===== src/rtl/ppi_ctrl_pkg.sv =====
package ppi_ctrl_pkg;

    localparam int DATA_W    = 8;
    localparam int ADDR_W    = 2;
    localparam int PC_W      = 8;
    localparam int PC_IDX_W  = $clog2(PC_W);

    // control byte fields
    localparam int CMD_KIND_BIT = 7;     // 1: mode word, 0: bit command
    localparam int MW_CL_IN     = 0;
    localparam int MW_B_IN      = 1;
    localparam int MW_B_MODE    = 2;
    localparam int MW_CU_IN     = 3;
    localparam int MW_A_IN      = 4;
    localparam int MW_A_MODE_LO = 5;
    localparam int MW_A_MODE_HI = 6;
    localparam int BC_VAL_BIT   = 0;
    localparam int BC_IDX_LO    = 1;

    // port C indices that double as handshake interrupt enables
    localparam int EN_B_IDX     = 2;
    localparam int EN_A_IN_IDX  = 4;
    localparam int EN_A_OUT_IDX = 6;

    typedef enum logic [1:0] {
        AMODE_BASIC   = 2'b00,
        AMODE_STROBED = 2'b01,
        AMODE_BIDIR   = 2'b10
    } a_mode_e;

    typedef struct packed {
        a_mode_e a_mode;
        logic    a_in;
        logic    b_mode1;
        logic    b_in;
        logic    cu_in;
        logic    cl_in;
    } port_cfg_t;

    localparam port_cfg_t CFG_RESET = '{
        a_mode:  AMODE_BASIC,
        a_in:    1'b1,
        b_mode1: 1'b0,
        b_in:    1'b1,
        cu_in:   1'b1,
        cl_in:   1'b1
    };

    typedef enum logic [1:0] {
        ST_IDLE   = 2'b00,
        ST_ARMED  = 2'b01,
        ST_COMMIT = 2'b10
    } wr_state_e;

endpackage


===== src/rtl/ppi_strobe_sync.sv =====
module ppi_strobe_sync #(
    parameter int STAGES = 2
) (
    input  logic clk,
    input  logic rst,
    input  logic async_in,
    output logic sync_out
);
    logic [STAGES:0] chain;

    assign chain[0] = async_in;

    for (genvar s = 0; s < STAGES; s++) begin : g_stage
        always_ff @(posedge clk or posedge rst) begin
            if (rst) chain[s+1] <= 1'b1;
            else     chain[s+1] <= chain[s];
        end
    end

    assign sync_out = chain[STAGES];

endmodule


===== src/rtl/ppi_cmd_fsm.sv =====
module ppi_cmd_fsm
    import ppi_ctrl_pkg::*;
#(
    parameter int                DW       = DATA_W,
    parameter int                AW       = ADDR_W,
    parameter logic [ADDR_W-1:0] CTL_ADDR = 2'b11
) (
    input  logic          clk,
    input  logic          rst,
    input  logic          wr_sync_n,
    input  logic          cs_n,
    input  logic [AW-1:0] addr,
    input  logic [DW-1:0] din,
    output logic          cmd_vld,
    output logic [DW-1:0] cmd_byte
);
    wr_state_e     state, state_nxt;
    logic          cap_hit;
    logic [DW-1:0] cap_byte;

    // state register
    always_ff @(posedge clk or posedge rst) begin
        if (rst) state <= ST_IDLE;
        else     state <= state_nxt;
    end

    // transitions
    always_comb begin
        state_nxt = state;
        unique case (state)
            ST_IDLE:   if (!wr_sync_n) state_nxt = ST_ARMED;
            ST_ARMED:  if (wr_sync_n)  state_nxt = ST_COMMIT;
            ST_COMMIT: state_nxt = wr_sync_n ? ST_IDLE : ST_ARMED;
            default:   state_nxt = ST_IDLE;
        endcase
    end

    // bus capture while the synchronized strobe is low
    always_ff @(posedge clk or posedge rst) begin
        if (rst) begin
            cap_hit  <= 1'b0;
            cap_byte <= '0;
        end else if (!wr_sync_n) begin
            cap_hit  <= !cs_n && (addr == CTL_ADDR);
            cap_byte <= din;
        end
    end

    // outputs
    always_comb begin
        cmd_vld  = 1'b0;
        cmd_byte = cap_byte;
        unique case (state)
            ST_COMMIT: cmd_vld = cap_hit;
            default:   cmd_vld = 1'b0;
        endcase
    end

endmodule


===== src/rtl/ppi_cfg_regs.sv =====
module ppi_cfg_regs
    import ppi_ctrl_pkg::*;
#(
    parameter int DW = DATA_W,
    parameter int PW = PC_W
) (
    input  logic          clk,
    input  logic          rst,
    input  logic          cmd_vld,
    input  logic [DW-1:0] cmd_byte,
    output port_cfg_t     cfg,
    output logic          en_a,
    output logic          en_b,
    output logic [PW-1:0] pc_q
);
    localparam int IW = $clog2(PW);

    logic          is_mode;
    logic          is_bit;
    logic [IW-1:0] bit_idx;
    logic          bit_val;
    port_cfg_t     cfg_new;
    logic          hit_en_a;
    logic          hit_en_b;

    always_comb begin
        is_mode = cmd_vld &&  cmd_byte[CMD_KIND_BIT];
        is_bit  = cmd_vld && !cmd_byte[CMD_KIND_BIT];
        bit_idx = cmd_byte[BC_IDX_LO +: IW];
        bit_val = cmd_byte[BC_VAL_BIT];

        cfg_new.a_mode  = cmd_byte[MW_A_MODE_HI] ? AMODE_BIDIR :
                          (cmd_byte[MW_A_MODE_LO] ? AMODE_STROBED : AMODE_BASIC);
        cfg_new.a_in    = cmd_byte[MW_A_IN];
        cfg_new.b_mode1 = cmd_byte[MW_B_MODE];
        cfg_new.b_in    = cmd_byte[MW_B_IN];
        cfg_new.cu_in   = cmd_byte[MW_CU_IN];
        cfg_new.cl_in   = cmd_byte[MW_CL_IN];

        hit_en_b = is_bit && cfg.b_mode1 && (bit_idx == IW'(EN_B_IDX));
        hit_en_a = is_bit && (cfg.a_mode == AMODE_STROBED) &&
                   (( cfg.a_in && (bit_idx == IW'(EN_A_IN_IDX))) ||
                    (!cfg.a_in && (bit_idx == IW'(EN_A_OUT_IDX))));
    end

    always_ff @(posedge clk or posedge rst) begin
        if (rst)          cfg <= CFG_RESET;
        else if (is_mode) cfg <= cfg_new;
    end

    always_ff @(posedge clk or posedge rst) begin
        if (rst) begin
            en_a <= 1'b0;
            en_b <= 1'b0;
        end else if (is_mode) begin
            en_a <= 1'b0;
            en_b <= 1'b0;
        end else begin
            if (hit_en_a) en_a <= bit_val;
            if (hit_en_b) en_b <= bit_val;
        end
    end

    for (genvar i = 0; i < PW; i++) begin : g_pc_bit
        always_ff @(posedge clk or posedge rst) begin
            if (rst)                                  pc_q[i] <= 1'b0;
            else if (is_bit && (bit_idx == IW'(i)))   pc_q[i] <= bit_val;
        end
    end

endmodule


===== src/rtl/ppi_bus_decode.sv =====
module ppi_bus_decode
    import ppi_ctrl_pkg::*;
#(
    parameter int                AW        = ADDR_W,
    parameter int                DW        = DATA_W,
    parameter logic [ADDR_W-1:0] CTL_ADDR  = 2'b11,
    parameter logic [DATA_W-1:0] CTL_RDVAL = 8'h00
) (
    input  logic                  cs_n,
    input  logic                  rd_n,
    input  logic                  wr_n,
    input  logic [AW-1:0]         addr,
    output logic                  oe,
    output logic [(1<<AW)-2:0]    port_sel,
    output logic [DW-1:0]         rdata
);
    localparam int NPORT = (1 << AW) - 1;

    assign oe = !cs_n && !rd_n && wr_n;

    for (genvar p = 0; p < NPORT; p++) begin : g_sel
        assign port_sel[p] = oe && (addr == AW'(p));
    end

    assign rdata = (oe && (addr == CTL_ADDR)) ? CTL_RDVAL : '0;

endmodule


===== src/rtl/ppi_ctrl_decoder.sv =====
module ppi_ctrl_decoder
    import ppi_ctrl_pkg::*;
#(
    parameter int          SYNC_STAGES = 2,
    parameter logic [7:0]  CTL_RDVAL   = 8'h00
) (
    input  logic       clk,
    input  logic       rst,
    input  logic       cs_n,
    input  logic       rd_n,
    input  logic       wr_n,
    input  logic [1:0] addr,
    input  logic [7:0] din,
    output logic [7:0] dout,
    output logic       bus_oe,
    output logic [2:0] port_rd_sel,
    output logic [1:0] a_mode,
    output logic       a_is_in,
    output logic       b_mode1,
    output logic       b_is_in,
    output logic       cu_is_in,
    output logic       cl_is_in,
    output logic       a_irq_en,
    output logic       b_irq_en,
    output logic [7:0] pc_out
);
    localparam logic [ADDR_W-1:0] CTL_ADDR = '1;

    logic       wr_sync_n;
    logic       cmd_vld;
    logic [7:0] cmd_byte;
    port_cfg_t  cfg;

    ppi_strobe_sync #(.STAGES(SYNC_STAGES)) u_sync (
        .clk      (clk),
        .rst      (rst),
        .async_in (wr_n),
        .sync_out (wr_sync_n)
    );

    ppi_cmd_fsm #(.DW(DATA_W), .AW(ADDR_W), .CTL_ADDR(CTL_ADDR)) u_fsm (
        .clk       (clk),
        .rst       (rst),
        .wr_sync_n (wr_sync_n),
        .cs_n      (cs_n),
        .addr      (addr),
        .din       (din),
        .cmd_vld   (cmd_vld),
        .cmd_byte  (cmd_byte)
    );

    ppi_cfg_regs #(.DW(DATA_W), .PW(PC_W)) u_regs (
        .clk      (clk),
        .rst      (rst),
        .cmd_vld  (cmd_vld),
        .cmd_byte (cmd_byte),
        .cfg      (cfg),
        .en_a     (a_irq_en),
        .en_b     (b_irq_en),
        .pc_q     (pc_out)
    );

    ppi_bus_decode #(.AW(ADDR_W), .DW(DATA_W), .CTL_ADDR(CTL_ADDR),
                     .CTL_RDVAL(CTL_RDVAL)) u_bus (
        .cs_n     (cs_n),
        .rd_n     (rd_n),
        .wr_n     (wr_n),
        .addr     (addr),
        .oe       (bus_oe),
        .port_sel (port_rd_sel),
        .rdata    (dout)
    );

    assign a_mode   = cfg.a_mode;
    assign a_is_in  = cfg.a_in;
    assign b_mode1  = cfg.b_mode1;
    assign b_is_in  = cfg.b_in;
    assign cu_is_in = cfg.cu_in;
    assign cl_is_in = cfg.cl_in;

endmodule


===== config.mk =====
export PLATFORM = sky130hd
export DESIGN_NAME = ppi_ctrl_decoder
export DESIGN_NICKNAME = d
export VERILOG_FILES = /design/src/rtl/ppi_ctrl_pkg.sv /design/src/rtl/ppi_strobe_sync.sv /design/src/rtl/ppi_cmd_fsm.sv /design/src/rtl/ppi_cfg_regs.sv /design/src/rtl/ppi_bus_decode.sv /design/src/rtl/ppi_ctrl_decoder.sv
export SDC_FILE = /design/constraint.sdc
export NUM_CORES = 1
export LEC_CHECK = 0
export BUFFER_PORTS_ARGS = -buffer_cell sky130_fd_sc_hd__buf_4
export CORE_AREA = 3 3 59 61
export CTS_BUF_LIST = sky130_fd_sc_hd__clkbuf_8
export DETAILED_ROUTE_END_ITERATION = 8
export DIE_AREA = 0 0 62 64
export PLACE_DENSITY = 0.71
export SLEW_MARGIN = 20
export SYNTH_ARGS = -nofsm -noshare
export SYNTH_HDL_FRONTEND = slang
export SYNTH_SLANG_ARGS = --single-unit

===== constraint.sdc =====
create_clock -name clk -period 2.25 [get_ports clk]
set_input_delay 0.1125 -clock clk [delete_from_list [all_inputs] [get_ports clk]]
set_output_delay 0.1125 -clock clk [all_outputs]
set_load 0.05 [all_outputs]

==> impl_metrics.ini <==
[clock_network]
clockBufferDepth = 2
clkLatencyLatePin_ps = 270
ctsResizeCount = 0
cts_max_level = 2
cts-root-buf = clkbuf_8
clk_pin_slew_worst_paths_ps = 60
cts_buffers = 5
cts_tree = done
cts.sinks = 30

[run]
max_cap_violations = 0

[layout]
area_growth_pct = 27.1
mostFrequentLayoutCells = 36 x buf_4, 24 x dfrtp_1, 17 x mux2_2
antenna_cells = 0
fin_area_um2 = 1720
drive_above_1_share_pct = 43.8
final_common_cell = buf_4
fin_nets = 161

[worst_setup_path]
cpMaxStageDelayCell = dfrtp_1
required_ps = 2400
path_class = register to register
end_kind = register
reg2reg_from = u_fsm.cmd_byte[7]$_DFFE_PP0N_
startpoint_type = register
worstPathCellList = nand4bb_1 -> nor4b_1 -> mux2_1
arrival_ps = 1680
critical_path_buf_inv_count = 0
r2r_end = u_regs.pc_q[1]$_DFFE_PP0P_
slowest_delay_ps = 420
crit_fanout = 6
r2r_cells = 3
rrSetupSlack_ps = 720
cp_top_family = simple AND/OR/NAND/NOR gates

[floorplan]
die_w_um = 62
io_pins = 44
fp.dieH_um = 64
core_um2 = 3030
rows = 20
die-area_um2 = 3970
start_util_pct = 44.8

[grt]
gr-usage-all-layers_pct = 15.2
grt_pass1_vias = 988
grt_pass1_wl_um = 4430
antenna_found_initial = 0
grt_max_degree = 31
gr-total-overflow = 0

[worst_hold_path]
holdPathStages = 2
hp-start = din[6]
min_to = u_fsm.cmd_byte[6]$_DFFE_PP0N_
hold_class = input pin to register

[pwr]
p_comb_share_pct = 20.7
internal_power_w = 0.000895
p_sw_share_pct = 30.9
p_leak_nw = 0.827
power_frac_clock_pct = 29.4
p_sw_w = 0.000400
pwr-share-seq_pct = 49.9
power_density_nw_per_um2 = 752
peakVddDrop_mv = 0.406

[sta]
setup_tns_ps = 0
rsz0062_at_grt = false
fin_worst_skew_ps = 5.36
min_period_over_period_pct = 68.0
setup_viol_count_final = 0
hold_violations = 0
worst_hold_slack_ps = 70.1
maxSlewViolCount = 0
max_freq_mhz = 654
period_needed_ps = 1530

[synth]
synth_cell_types = 29
yosysSeqAreaShare_pct = 56.0
ys_async_sr_fraction_pct = 100
synth_area_um2 = 1360
synth-edff-count = 0
synth_seq_cells = 30
ys_warn_count = 0
syn_avg_cell_area_um2 = 12.7
synth_ff_type = dfrtp_1
synthCells = 107

[placement]
dpl.hpwl_um = 1900
gp_congestion = 0.682
place_area_um2 = 1630
port_buffers = 35

[routing]
drt_pass1_iterations = 4
routed_wirelength_um = 2620
drtIter0Drc = 32
ant_nets = 0
via_count = 917
wl_per_cell_um = 13.8
drc = 0
vias_per_cell = 4.83

[run_status]
status = complete, no violations
timing repair:
item                      in CTS  in global routing
hold buffers                   2                  0
setup buffers                  0                  0
hold endpoints to repair      25                  0
synthesized netlist by cell type (3+ instances only):
master / instances / share of area [%]
nand4b_1: 3 / 1.9
dfrtp_1: 24 / 44
clkbuf_1: 3 / 0.83
mux2_2: 17 / 14
nand4bb_1: 3 / 2.5
nor2_1: 4 / 1.1
buf_4: 8 / 4.4
inv_1: 4 / 1.1
nand2_1: 5 / 1.4
dfstp_2: 6 / 12
mux2_1: 5 / 4.2
metrics by stage:
stage | std cells | total power (W) | setup WS, ps | util, %
floorplan | 114 | 0.000849 | 672 | -
CTS | 190 | 0.00131 | 696 | 56.9
global route | 190 | 0.00136 | 650 | 56.9
detailed placement | 181 | 0.000924 | 696 | 53.7
finish | 190 | 0.00130 | 721 | 56.9
global placement | 181 | 0.000913 | 828 | 53.7
cell type report:
| type | instances | area, um^2 |
|---|---|---|
| Fill cell | 260 | 1310 |
| Sequential cell | 30 | 758 |
| Multi-Input combinational cell | 67 | 527 |
| Timing Repair Buffer | 38 | 290 |
| Clock buffer | 5 | 68.8 |
| Tap cell | 44 | 55.1 |
| Inverter | 4 | 15.0 |
| Clock inverter | 2 | 7.51 |
power by group through the flow:
stage | Clock [W] | Sequential, W | Combinational [W]
after floorplan | 0 | 0.000717 | 0.000132
after global placement | 0 | 0.000651 | 0.000262
after detailed placement | 0 | 0.000657 | 0.000267
after CTS | 0.000396 | 0.000647 | 0.000270
after global routing | 0.000422 | 0.000656 | 0.000284
final | 0.000381 | 0.000646 | 0.000268
worst max path at each step:
stage                                  start                         end  slack, ps  cells after the start
2_1_floorplan                           cs_n              port_rd_sel[2]        670                      3
3_3_place_gp   u_fsm.cmd_byte[7]$_DFFE_PP0N_  u_regs.pc_q[1]$_DFFE_PP0P_        830                      3
3_5_place_dp   u_fsm.cmd_byte[7]$_DFFE_PP0N_  u_regs.pc_q[1]$_DFFE_PP0P_        700                      3
4_1_cts        u_fsm.cmd_byte[7]$_DFFE_PP0N_  u_regs.pc_q[1]$_DFFE_PP0P_        700                      3
5_1_grt        u_fsm.cmd_byte[7]$_DFFE_PP0N_  u_regs.pc_q[1]$_DFFE_PP0P_        650                      3
6_report       u_fsm.cmd_byte[7]$_DFFE_PP0N_  u_regs.pc_q[1]$_DFFE_PP0P_        720                      3
per-layer routing:
layer | vias up | track usage (%) | part of all wire [%]
li1 | 438 | - | -
met1 | 446 | 17.5 | 41
met2 | 29 | 25.4 | 52
met4 | 0 | 4.77 | 1.2
met3 | 4 | 5.66 | 5.6
met5 | - | 0 | 0
cell families (layout without fill, tap and decap cells):
kind of cell / Yosys count / count (layout) / share of synthesized area [%]
buf+inv: 17 / 49 / 7.11
xor+xnor: 1 / 1 / 0.646
mux: 22 / 22 / 18.3
simple gates: 30 / 30 / 14.7
other cells: 1 / 8 / 0.277
compound gates: 6 / 6 / 3.05
flops: 30 / 30 / 56.0
flip-flops by register name, indices dropped and copies added, names as in the netlist:
signal and cells:
u_sync.chain 1, u_sync.sync_out 1, u_regs.en_b 1, u_regs.en_a 1, u_regs.cfg 7, u_fsm.cmd_byte 8, u_fsm.cap_hit 1, u_fsm.state 2
u_regs.pc_q 8
Power figures use the tool's default switching activity.
